--- src/rtl/seg_scan_pkg.sv ---
package seg_scan_pkg;

  typedef enum logic [1:0] {
    MODE_OFF   = 2'b00,
    MODE_RUN   = 2'b01,
    MODE_BLANK = 2'b10,
    MODE_ALLON = 2'b11
  } scan_mode_e;

  localparam int SUB_STEPS = 16;
  localparam int SUB_W     = $clog2(SUB_STEPS);
  localparam int SEG_W     = 8;

  // Seven-segment shapes, bit 0 = a ... bit 6 = g.
  function automatic logic [6:0] hex_glyph(input logic [3:0] v);
    logic [6:0] g;
    case (v)
      4'h0: g = 7'h3F;
      4'h1: g = 7'h06;
      4'h2: g = 7'h5B;
      4'h3: g = 7'h4F;
      4'h4: g = 7'h66;
      4'h5: g = 7'h6D;
      4'h6: g = 7'h7D;
      4'h7: g = 7'h07;
      4'h8: g = 7'h7F;
      4'h9: g = 7'h6F;
      4'hA: g = 7'h77;
      4'hB: g = 7'h7C;
      4'hC: g = 7'h39;
      4'hD: g = 7'h5E;
      4'hE: g = 7'h79;
      default: g = 7'h71;
    endcase
    return g;
  endfunction

endpackage

--- src/rtl/seg_scan_timer.sv ---
module seg_scan_timer #(
  parameter int SUB_DIV    = 3255,
  parameter int NUM_DIGITS = 4,
  localparam int DIG_W     = (NUM_DIGITS > 1) ? $clog2(NUM_DIGITS) : 1,
  localparam int PRE_W     = (SUB_DIV > 1) ? $clog2(SUB_DIV) : 1
) (
  input  logic                           clk,
  input  logic                           rst_n,
  input  logic [DIG_W-1:0]               last_i,
  output logic [DIG_W-1:0]               slot_o,
  output logic [seg_scan_pkg::SUB_W-1:0] sub_o
);
  import seg_scan_pkg::*;

  localparam logic [PRE_W-1:0] PRE_LAST = PRE_W'(SUB_DIV - 1);
  localparam logic [SUB_W-1:0] SUB_LAST = SUB_W'(SUB_STEPS - 1);

  logic [PRE_W-1:0] pre_q;
  logic [SUB_W-1:0] sub_q;
  logic [DIG_W-1:0] slot_q;
  logic             tick;
  logic             slot_end;

  assign tick     = (pre_q == PRE_LAST);
  assign slot_end = tick && (sub_q == SUB_LAST);

  always_ff @(posedge clk) begin
    if (!rst_n) begin
      pre_q <= '0;
    end else if (tick) begin
      pre_q <= '0;
    end else begin
      pre_q <= pre_q + 1'b1;
    end
  end

  always_ff @(posedge clk) begin
    if (!rst_n) begin
      sub_q <= '0;
    end else if (tick) begin
      sub_q <= sub_q + 1'b1;
    end
  end

  // The slot only moves at the end of a full slot, so a shrinking digit
  // count takes effect at a slot boundary.
  always_ff @(posedge clk) begin
    if (!rst_n) begin
      slot_q <= '0;
    end else if (slot_end) begin
      if (slot_q >= last_i) begin
        slot_q <= '0;
      end else begin
        slot_q <= slot_q + 1'b1;
      end
    end
  end

  assign slot_o = slot_q;
  assign sub_o  = sub_q;

endmodule

--- src/rtl/seg_char_decode.sv ---
module seg_char_decode (
  input  logic                           decode_i,
  input  logic [seg_scan_pkg::SEG_W-1:0] byte_i,
  output logic [seg_scan_pkg::SEG_W-1:0] seg_o
);
  import seg_scan_pkg::*;

  logic [6:0] body;

  always_comb begin
    // Only the 00 group selects a glyph. The blank code and every other
    // group give dark segments.
    if (byte_i[5:4] == 2'b00) begin
      body = hex_glyph(byte_i[3:0]);
    end else begin
      body = 7'h00;
    end
    if (decode_i) begin
      seg_o = {byte_i[6], body};
    end else begin
      seg_o = byte_i;
    end
  end

endmodule

--- src/rtl/seg_scanner.sv ---
module seg_scanner #(
  parameter int SUB_DIV    = 3255,
  parameter int NUM_DIGITS = 4,
  localparam int DIG_W     = (NUM_DIGITS > 1) ? $clog2(NUM_DIGITS) : 1,
  localparam int DATA_W    = NUM_DIGITS * seg_scan_pkg::SEG_W
) (
  input  logic                           clk,
  input  logic                           rst_n,
  input  logic [1:0]                     mode_i,
  input  logic [3:0]                     duty_i,
  input  logic                           decode_i,
  input  logic [DIG_W-1:0]               digits_i,
  input  logic [DATA_W-1:0]              data_i,
  output logic [NUM_DIGITS-1:0]          dig_en_o,
  output logic [seg_scan_pkg::SEG_W-1:0] seg_o
);
  import seg_scan_pkg::*;

  scan_mode_e             mode;
  logic [DIG_W-1:0]       slot;
  logic [SUB_W-1:0]       sub;
  logic [SEG_W-1:0]       bytes [NUM_DIGITS];
  logic [SEG_W-1:0]       cur_byte;
  logic [SEG_W-1:0]       cur_seg;
  logic                   in_range;
  logic                   scanning;
  logic                   lit;
  logic [NUM_DIGITS-1:0]  dig_d, dig_q;
  logic [SEG_W-1:0]       seg_d, seg_q;

  assign mode = scan_mode_e'(mode_i);

  seg_scan_timer #(
    .SUB_DIV   (SUB_DIV),
    .NUM_DIGITS(NUM_DIGITS)
  ) u_timer (
    .clk   (clk),
    .rst_n (rst_n),
    .last_i(digits_i),
    .slot_o(slot),
    .sub_o (sub)
  );

  for (genvar k = 0; k < NUM_DIGITS; k++) begin : g_unpack
    assign bytes[k] = data_i[k*SEG_W +: SEG_W];
  end

  assign cur_byte = bytes[slot];

  seg_char_decode u_dec (
    .decode_i(decode_i),
    .byte_i  (cur_byte),
    .seg_o   (cur_seg)
  );

  assign in_range = (slot <= digits_i);
  assign scanning = (mode == MODE_RUN) || (mode == MODE_ALLON);
  assign lit      = scanning && in_range && (sub < duty_i);

  always_comb begin
    dig_d = '0;
    if (lit) begin
      dig_d[slot] = 1'b1;
    end
  end

  always_comb begin
    case (mode)
      MODE_ALLON: seg_d = '1;
      MODE_RUN:   seg_d = lit ? cur_seg : '0;
      default:    seg_d = '0;
    endcase
  end

  always_ff @(posedge clk) begin
    if (!rst_n) begin
      dig_q <= '0;
      seg_q <= '0;
    end else begin
      dig_q <= dig_d;
      seg_q <= seg_d;
    end
  end

  assign dig_en_o = dig_q;
  assign seg_o    = seg_q;

endmodule

--- config.mk ---
export PLATFORM = sky130hd
export DESIGN_NAME = seg_scanner
export DESIGN_NICKNAME = d
export VERILOG_FILES = /design/src/rtl/seg_scan_pkg.sv /design/src/rtl/seg_scan_timer.sv /design/src/rtl/seg_char_decode.sv /design/src/rtl/seg_scanner.sv
export SDC_FILE = /design/constraint.sdc
export NUM_CORES = 1
export LEC_CHECK = 0
export BUFFER_PORTS_ARGS = -buffer_cell sky130_fd_sc_hd__buf_2
export CAP_MARGIN = 20
export CORE_MARGIN = 1
export CORE_UTILIZATION = 25
export DETAILED_ROUTE_END_ITERATION = 16
export GPL_TIMING_DRIVEN = 0
export PLACE_DENSITY = 0.51
export SLEW_MARGIN = 30
export SYNTH_ARGS = -nofsm -noshare
export SYNTH_HDL_FRONTEND = slang
export SYNTH_SLANG_ARGS = --single-unit
--- constraint.sdc ---
create_clock -name clk -period 3.2 [get_ports clk]
set_input_delay 0 -clock clk [delete_from_list [all_inputs] [get_ports clk]]
set_output_delay 0 -clock clk [all_outputs]
set_load 0.1 [all_outputs]
==> results of run 1 <==
[per-stage QoR]
step	setup slack (ns)	power, mW	util (%)	instances
final	0.745	1.03	33.3	348
after global routing	0.473	1.08	33.3	348
after CTS	0.718	1.04	33.3	348
after detailed placement	0.734	0.565	31.3	340
after global placement	0.702	0.565	31.3	340
after floorplan	1.03	0.515	-	187
[cell families after synthesis]
| group | Yosys count | synth area share (%) |
|---|---|---|
| buffers and inverters | 16 | 4.37 |
| AO/OA/AOI/OAI | 28 | 11.3 |
| AND/OR/NAND/NOR | 68 | 20.6 |
| flip-flops | 30 | 31.8 |
| XOR/XNOR | 11 | 5.10 |
| multiplexers | 16 | 15.0 |
| adder cells (fa/ha/maj) | 18 | 11.9 |
[power by group]
group	switching [mW]	internal, mW	total, mW
Clock	0.138	0.332	0.470
Combinational	0.109	0.0561	0.165
Sequential	0.00590	0.385	0.391
[routing by layer]
layer | GRT usage (%) | up-vias | part of all wire, %
li1 | - | 798 | -
met1 | 14.0 | 688 | 49
met2 | 17.6 | 41 | 44
met3 | 3.60 | 4 | 6.4
met4 | 2.16 | 0 | 0.92
met5 | 0 | - | 0
[Yosys cell counts, types with 2 or more instances]
cell type | n | area (sq um)
nor2_1 | 12 | 45.0
xnor2_1 | 4 | 35.0
and2_1 | 8 | 50.1
mux2_2 | 3 | 33.8
nand2b_1 | 5 | 31.3
or3_1 | 2 | 12.5
o221ai_1 | 3 | 26.3
dfxtp_1 | 30 | 601
a211oi_1 | 2 | 15.0
mux4_1 | 5 | 131
nor2b_1 | 2 | 12.5
inv_1 | 11 | 41.3
nand4_1 | 4 | 25.0
nand3_1 | 7 | 35.0
a21oi_1 | 5 | 25.0
nand3b_1 | 4 | 30.0
mux4_2 | 3 | 67.6
and3_1 | 3 | 18.8
mux2i_1 | 5 | 50.1
o211ai_1 | 2 | 15.0
nand2_1 | 13 | 48.8
a21boi_0 | 3 | 22.5
xor2_1 | 7 | 61.3
o21ai_0 | 5 | 25.0
ha_1 | 18 | 225
[final cells by class]
cell class	count	area share, %
buffer	5	1.70
inverter	11	1.70
clock buffer	6	3.40
clock inverter	2	2.47
sequential	30	24.7
timing repair buffer	54	11.1
tap	99	5.10
multi-input combinational	141	49.7
[path summary, 6_finish.rpt]
path                     startpoint                to  slack, ns  depth (start not counted)
setup / recovery  u_timer.slot_o[0]          seg_o[0]       0.75                          8
setup reg to reg  u_timer.slot_o[0]          seg_o[0]       0.75                          8
hold / removal                rst_n  u_timer.sub_o[1]       0.05                          2
hold reg to reg    u_timer.pre_q[0]  u_timer.pre_q[0]       0.48                          1
[worst max-delay path: cells and delay by family, from the launching register on]
kind                     cells  cell delay, ns
AND/OR/NAND/NOR              1            0.09
flip-flops                   1            0.48
buffers and inverters        2            0.39
AO/OA/AOI/OAI                3            0.42
adder cells (fa/ha/maj)      1            0.23
multiplexers                 1            0.69
[cell usage in the layout, fill, tap and decap left out, types with 4 or more instances in the layout]
cell and instances:
a21oi_1 5, and2_1 8, buf_2 55, clkbuf_8 7, dfxtp_1 30, ha_1 18, inv_1 11, mux2i_1 5
mux4_1 5, nand2_1 13, nand2b_1 5, nand3_1 7, nand3b_1 4, nand4_1 4, nor2_1 12, o21ai_0 5
xnor2_1 4, xor2_1 7
[registers in the layout, summed over array words and instances (netlist names)]
register	count
u_timer.slot_o	2
seg_o	8
u_timer.sub_o	4
u_timer.pre_q	12
dig_en_o	4
==> key figures, run 1 <==
Synth
  – Warnings from Yosys: 0
  – Syn avg cell area: 10.1 sq um
  – Mapped Cells: 187
  – Sequential share of the synthesized area: 31.8%
  – Synthesized Nets: 248
  – Netlist Area Pre-Place: 1890 sq um
  – Post-synth cell types: 46
  – Register bit total from synthesis: 30
  – Async set or reset register ratio after synthesis: 0%
  – Main synth FF type: dfxtp_1
  – Number of synthesized flops with an enable pin: 0

Timing
  – Final setup fails: 0
  – Final clock skew: 0.00241 ns
  – Hold Fails Final Rpt: 0
  – Final TNS setup: 0 ns
  – Fmax: 0.407 GHz
  – Final period utilization: 76.7%
  – Hold Slack: 0.0530 ns
  – Final Max Tran Viols: 0
  – Slew margin rel.: 66.4%
  – RSZ-0062 raised after global routing: no
  – Worst-Margin Slew: 0.508 ns
  – Final worst path period need: 2.45 ns

Floorplan
  – DIE HEIGHT: 89.0 microns
  – Core area: 7290 sq um
  – Die width: 89.0 microns
  – # rows: 31
  – Die area: 7910 sq um
  – I/O pins: 55
  – Starting Density: 25.9%

Worst setup path
  – Crit. End Element: register
  – Critical path peak fanout: 10
  – Setup crit start kind: register
  – Critical path class: reg2reg
  – Critical Path Max Stage Delay: 0.69 ns
  – CP Data Required Time: 3.32 ns
  – Worst path slowest cell: mux4_1
  – Critical path arrival: 2.58 ns
  – CP Cell Sequence: buf_6 > mux4_1 > inv_1 > ha_1 > nand2b_1 > a21boi_0 > o21ai_0 > o221ai_1

Finish
  – Synth-to-layout area growth: 28.4%
  – Multi-input gate area: 1210 sq um
  – Non-Filler Cell Area, Final: 2430 sq um
  – Fill count: 798
  – Sequential Area: 601 sq um
  – Ant diodes: 0
  – Share of cells above drive strength 1: 31.3%
  – Layout Nets: 309

CTS
  – Post-CTS Resized: 0
  – Htree depth: 2
  – Root Buffer: clkbuf_8
  – Clock slew at reported path FFs: 0.06 ns
  – Clock Path Buffers: 2
  – CTS buffer count: 5
  – Clock latency on the worst-skew pair: 0.28 ns
  – Hold bufs inserted after CTS: 0
  – Sink Count: 30
  – CTS tree: done
  – Setup repair bufs after CTS: 0

Detailed routing
  – Via density per instance: 4.40
  – # DRC: 0
  – ANT nets after route: 0
  – Drt initial violations: 44
  – Vias: 1531
  – Drt pass-1 iters: 4
  – WL per Instance: 11.3 microns
  – Wire length after detailed routing: 3.92 mm

Place
  – DP Area: 2280 sq um
  – HPWL Detailed: 3.22 mm
  – Gpl congestion: 0.846
  – Input/output buffers: 54

GRT
  – Pin count of the biggest net entering global routing: 11
  – Antenna violations before repair: 0
  – First-pass GRT wire length: 6.51 mm
  – Overflow after GRT: 0
  – Number of global-route vias before repair: 1458
  – Total GRT Usage: 10.8%

Min path
  – Worst Hold Class: in2reg

Power
  – PwrDens: 423 nW/um^2
  – Cell leakage power: 1.07 nW
  – Worst vdd ir: 0.000168 V

Flow run
  – Maxcap violations: 0

Status
  – Outcome: complete, no violations
(Power assumes the default switching activity.)
==> run 2: changes to the inputs <==
==> constraint.sdc (replaced) <==
create_clock -name clk -period 2.4 [get_ports clk]
set_input_delay 0 -clock clk [delete_from_list [all_inputs] [get_ports clk]]
set_output_delay 0 -clock clk [all_outputs]
set_load 0.1 [all_outputs]
==> run 2 against run 1 <==
Net effect: routed wire length rose by 1.0%; maximum frequency rose by 14%; sequential power rose by 33%; critical endpoint unchanged; clock power rose by 33%; critical path type unchanged; highest routed layer unchanged.
==> key figures, run 2 (synthesis gave the netlist of run 1 again) <==
GRT
  – Number of global-route vias before repair: 1458 (unchanged)
  – First-pass GRT wire length: 6.51 mm (unchanged)
  – Overflow after GRT: 0 (unchanged)
  – Antenna violations before repair: 0 (unchanged)
  – Total GRT Usage: 10.8% (unchanged)
  – Pin count of the biggest net entering global routing: 11 (unchanged)

Finish
  – Max FFs per register: 12 (unchanged)
  – Synth-to-layout area growth: 29.0%
  – Layout Cells excl Fill: 350 (+0.57%)
  – Fill count: 794 (-0.50%)
  – Most common cell after layout, fill and taps aside: buf_2
  – Share of cells above drive strength 1: 33.9% (+2.5 points)
  – Biggest register: u_timer.pre_q
  – Commonest cells after routing, fill and taps aside: buf_2 (55), dfxtp_1 (29), ha_1 (17)
  – Non-Filler Cell Area, Final: 2440 sq um (+0.46%)
  – Ant diodes: 0 (unchanged)
  – Layout Nets: 311 (+0.65%)

Floorplan
  – I/O pins: 55 (unchanged)
  – # rows: 31 (unchanged)
  – Core area: 7290 sq um (unchanged)
  – Die area: 7910 sq um (unchanged)
  – Starting Density: 25.9% (unchanged)
  – Die width: 89.0 microns (unchanged)
  – DIE HEIGHT: 89.0 microns (unchanged)

CTS
  – Sink Count: 30 (unchanged)
  – Htree depth: 2 (unchanged)
  – Hold bufs inserted after CTS: 0 (unchanged)
  – Clock latency on the worst-skew pair: 0.28 ns (about the same)
  – CTS buffer count: 5 (unchanged)
  – Clock Path Buffers: 2 (unchanged)
  – Root Buffer: clkbuf_8
  – CTS tree: done
  – Clock slew at reported path FFs: 0.06 ns (about the same)

Detailed routing
  – # DRC: 0 (unchanged)
  – Vias: 1532 (+0.065%)
  – ANT nets after route: 0 (unchanged)
  – WL per Instance: 11.3 microns (+0.47%)
  – Wire length after detailed routing: 3.96 mm (+1.0%)
  – Via density per instance: 4.38 (-0.51%)
  – Drt initial violations: 45 (+2.3%)
  – Drt pass-1 iters: 4 (unchanged)

Place
  – Input/output buffers: 54 (unchanged)
  – DP Area: 2280 sq um (unchanged)
  – Gpl congestion: 0.846 (unchanged)
  – HPWL Detailed: 3.22 mm (unchanged)
  – Placed Cells: 340 (unchanged)

Worst setup path
  – Critical path class: reg2reg
  – Crit. End Element: register
  – Critical path peak fanout: 10 (unchanged)
  – CP Data Required Time: 2.52 ns (-0.80 ns)
  – CP Cell Sequence: buf_6 > mux4_2 > inv_1 > ha_2 > nand2b_1 > a21boi_0 > o21ai_0 > o221ai_1
  – Critical Path Max Stage Delay: 0.54 ns (-0.15 ns)
  – Setup crit start kind: register
  – Worst path slowest cell: mux4_2
  – Critical path arrival: 2.27 ns (-0.31 ns)

Power
  – Total power: 1.37 mW (+34%)
  – Pint: 1.03 mW (+34%)
  – Clock power frac: 45.7% (about the same)
  – Switching Share: 24.7% (+0.029 points)
  – PwrDens: 563 nW/um^2 (+33%)
  – Power share of the combinational group: 16.3% (+0.2 points)
  – Cell leakage power: 1.07 nW (about the same)
  – Worst vdd ir: 0.000224 V (+33%)
  – P_sw: 0.339 mW (+34%)
  – Flop pwr share: 38.0% (about the same)

Timing
  – Slew margin rel.: 66.4% (unchanged)
  – Final clock skew: 0.00241 ns (unchanged)
  – Final worst path period need: 2.15 ns (-0.306 ns)
  – Final period utilization: 89.5% (+13 points)
  – Fmax: 0.465 GHz (+14%)
  – Final setup fails: 0 (unchanged)
  – Worst-Margin Slew: 0.508 ns (unchanged)
  – Hold Slack: 0.0456 ns (-0.00741 ns)
  – Hold Fails Final Rpt: 0 (unchanged)
  – RSZ-0062 raised after global routing: no
  – Final Max Tran Viols: 0 (unchanged)

Min path
  – Worst Hold Class: in2reg

Status
  – Outcome: complete, no violations

Flow run
  – Maxcap violations: 0 (unchanged)
==> run 2: layout make-up <==
type | instances | area [sq um] | share of cell area [%]
buffer | 5 | 41.3 | 1.69
clock buffer | 6 | 82.6 | 3.39
clock inverter | 2 | 60.1 | 2.46
inverter | 11 | 41.3 | 1.69
multi-input combinational | 141 | 1200 | 49.3
sequential | 30 | 602 | 24.7
tap | 99 | 124 | 5.08
timing repair buffer | 56 | 285 | 11.7
==> run 2: per-stage QoR <==
stage / worst slack [ns] / utilization, % / setup TNS (ns)
global placement: -0.0977 / 31.3 / -0.121
detailed placement: -0.0665 / 31.3 / -0.0897
CTS: 0.0232 / 33.3 / 0
finish: 0.251 / 33.4 / 0
floorplan: 0.233 / - / 0
global route: 0.0277 / 33.4 / 0
==> run 2: critical path, delay by kind of cell (launching register included) <==
family	cells	cell delay [ns]
AND/OR/NAND/NOR	1	0.08
buffers and inverters	2	0.33
AO/OA/AOI/OAI	3	0.42
multiplexers	1	0.54
adder cells (fa/ha/maj)	1	0.22
flip-flops	1	0.41
==> run 2: routing by layer <==
layer / global-route usage, % / vias to the layer above / routed length [microns] / share of wire [%]
li1: - / 799 / - / -
met1: 14.0 / 692 / 1970 / 50
met2: 17.6 / 37 / 1730 / 44
met3: 3.60 / 4 / 226 / 5.7
met4: 2.16 / 0 / 36 / 0.91
met5: 0 / - / 0 / 0
==> run 2: final timing paths <==
path	start	end	slack (ns)	cells after the start
min	rst_n	u_timer.slot_o[0]	0.05	2
min reg2reg	u_timer.pre_q[0]	u_timer.pre_q[0]	0.48	1
max	u_timer.slot_o[0]	seg_o[0]	0.25	8
max reg2reg	u_timer.slot_o[0]	seg_o[0]	0.25	8
==> run 2: timing repair <==
| action | in CTS | in global routing |
|---|---|---|
| setup endpoints to repair | 2 | 2 |
| buffers inserted | 0 | 2 |
| resized for setup | 1 | 4 |
| gates cloned | 0 | 0 |
==> run 2: power by group through the flow <==
stage	Clock (mW)	Combinational [mW]	Sequential (mW)
after floorplan	0	0.0787	0.608
after global placement	0	0.221	0.532
after detailed placement	0	0.222	0.532
after CTS	0.644	0.222	0.521
after global routing	0.676	0.242	0.522
final	0.627	0.224	0.521
==> run 3: changes to the inputs <==
--- a/config.mk
+++ b/config.mk
@@ -8,10 +8,10 @@
 export BUFFER_PORTS_ARGS = -buffer_cell sky130_fd_sc_hd__buf_2
 export CAP_MARGIN = 20
 export CORE_MARGIN = 1
-export CORE_UTILIZATION = 25
+export CORE_UTILIZATION = 45
 export DETAILED_ROUTE_END_ITERATION = 16
 export GPL_TIMING_DRIVEN = 0
-export PLACE_DENSITY = 0.51
+export PLACE_DENSITY = 0.78
 export SLEW_MARGIN = 30
 export SYNTH_ARGS = -nofsm -noshare
 export SYNTH_HDL_FRONTEND = slang
==> run 3 against run 2 <==
Net effect: clock power down 41%; sequential share of layout area up 1.5 points; global-route usage up 6.8 points; largest power group is now sequential cells; hold slack worse by 0.0022 ns; maximum frequency down 2.8%; critical path type unchanged.
==> key figures, run 3 (synthesis gave the netlist of run 1 again) <==
Status
  – Outcome: complete, no violations

Detailed routing
  – Via density per instance: 5.16 (+18%)
  – ANT nets after route: 0 (unchanged)
  – Vias: 1538 (+0.39%)
  – # DRC: 0 (unchanged)
  – Wire length after detailed routing: 3.75 mm (-5.3%)
  – Drt pass-1 iters: 4 (unchanged)
  – WL per Instance: 12.6 microns (+11%)
  – Drt initial violations: 37 (-18%)

Flow run
  – Maxcap violations: 0 (unchanged)

Power
  – PwrDens: 484 nW/um^2 (-14%)
  – Worst vdd ir: 0.000192 V (-14%)
  – Total power: 1.11 mW (-19%)
  – Cell leakage power: 1.03 nW (-3.6%)

Place
  – DP Area: 2220 sq um (-2.7%)
  – Input/output buffers: 54 (unchanged)
  – Placed Cells: 291 (-14%)
  – Setup WS pre-CTS: -0.0661 ns (+0.000399 ns)
  – HPWL Detailed: 3.02 mm (-6.2%)
  – Gpl congestion: 0.912 (+7.8%)

CTS
  – Hold bufs inserted after CTS: 0 (unchanged)
  – Sink Count: 30 (unchanged)
  – Htree depth: 2 (unchanged)
  – CTS tree: done
  – Root Buffer: clkbuf_8
  – Clock latency on the worst-skew pair: 0.28 ns (about the same)
  – Clock Path Buffers: 2 (unchanged)
  – Clock slew at reported path FFs: 0.06 ns (about the same)
  – CTS buffer count: 5 (unchanged)

GRT
  – Overflow after GRT: 0 (unchanged)
  – Pin count of the biggest net entering global routing: 11 (unchanged)
  – First-pass GRT wire length: 5.75 mm (-12%)
  – Total GRT Usage: 17.6% (+6.8 points)
  – Number of global-route vias before repair: 1329 (-8.8%)
  – Antenna violations before repair: 0 (unchanged)

Timing
  – Hold Slack: 0.0434 ns (-0.00217 ns)
  – Final worst slack: 0.190 ns (-0.0612 ns)
  – Fmax: 0.453 GHz (-2.8%)
  – Final TNS setup: 0 ns (unchanged)
  – RSZ-0062 raised after global routing: no
  – Hold Fails Final Rpt: 0 (unchanged)
  – Final worst path period need: 2.21 ns (+0.0612 ns)
  – Slew margin rel.: 67.5% (+1.1 points)
  – Final period utilization: 92.1% (+2.5 points)
  – Final setup fails: 0 (unchanged)
  – Final Max Tran Viols: 0 (unchanged)
  – Final clock skew: 0.00129 ns (-0.00113 ns)
  – Worst-Margin Slew: 0.490 ns (-0.0170 ns)

Worst setup path
  – Critical path arrival: 2.35 ns (+0.08 ns)
  – Reg2reg path depth: 7 (-1)
  – Critical path class: reg2reg
  – Crit. End Element: register
  – CP Cell Sequence: buf_6 > mux4_2 > inv_2 > ha_1 > o211a_1 > o21ai_0 > o21ai_0
  – Critical Path Max Stage Delay: 0.58 ns (+0.04 ns)
  – Setup crit start kind: register
  – Worst path slowest cell: mux4_2
  – CP Data Required Time: 2.54 ns (+0.02 ns)
  – Critical path peak fanout: 10 (unchanged)
  – CP dominant cell by count: o21ai_0

Finish
  – Biggest register: u_timer.pre_q
  – Max FFs per register: 12 (unchanged)
  – Finished Core Util: 57.0% (+24 points)
  – Share of cells above drive strength 1: 33.5% (-0.40 points)
  – Synth-to-layout area growth: 21.6%
  – Commonest cells after routing, fill and taps aside: buf_2 (55), dfxtp_1 (29), ha_1 (17)
  – Layout Cells excl Fill: 298 (-15%)
  – Most common cell after layout, fill and taps aside: buf_2
  – Ant diodes: 0 (unchanged)
  – Non-Filler Cell Area, Final: 2300 sq um (-5.7%)
  – Layout Nets: 309 (-0.64%)

Floorplan
  – I/O pins: 55 (unchanged)
  – Die area: 4460 sq um (-44%)
  – Die width: 66.8 microns (-25%)
  – DIE HEIGHT: 66.8 microns (-25%)
  – Core area: 4030 sq um (-45%)
  – # rows: 23 (-26%)
  – Starting Density: 46.9% (+21 points)

Min path
  – Worst Hold Class: in2reg
  – Hold path cells: 2 (unchanged)
run 3: worst max-delay path, delay by kind of cell, from the launching register on:
family	cells	cell delay, ns
adder cells (fa/ha/maj)	1	0.25
multiplexers	1	0.58
buffers and inverters	2	0.32
AO/OA/AOI/OAI	3	0.52
flip-flops	1	0.39
run 3: cell type report:
cell class,instances,area (sq um)
clock buffer,5,68.8
tap,50,62.6
inverter,11,41.3
sequential,30,602
multi-input combinational,141,1200
fill,372,1730
buffer,5,41.3
timing repair buffer,54,270
clock inverter,2,10.0
run 3: power by group:
part / total, mW / switching (mW) / internal (mW) / leakage [nW]
Combinational: 0.221 / 0.145 / 0.0757 / 0.744
Clock: 0.370 / 0.177 / 0.194 / 0.0438
Sequential: 0.520 / 0.00717 / 0.513 / 0.245
Total: 1.11 / 0.329 / 0.782 / 1.03
run 3: routing by layer:
layer  global-route usage (%)  vias to the layer above  wire length [microns]
met4                     7.98                        0                     68
met1                     21.6                      698                   1710
met5                        0                        -                      0
met3                     4.62                        7                    185
li1                         -                      795                      -
met2                     28.4                       38                   1790
run 3: final timing paths:
path	startpoint	endpoint	slack, ns
min	rst_n	u_timer.slot_o[0]	0.04
max	u_timer.slot_o[0]	seg_o[3]	0.19
max reg2reg	u_timer.slot_o[0]	seg_o[3]	0.19
min reg2reg	u_timer.pre_q[0]	u_timer.pre_q[0]	0.48
run 3: what timing repair did:
item	CTS	global route
setup buffers	0	0
resized for setup	1	5
pin swaps	0	0
setup endpoints to repair	2	2
hold endpoints to repair	0	0
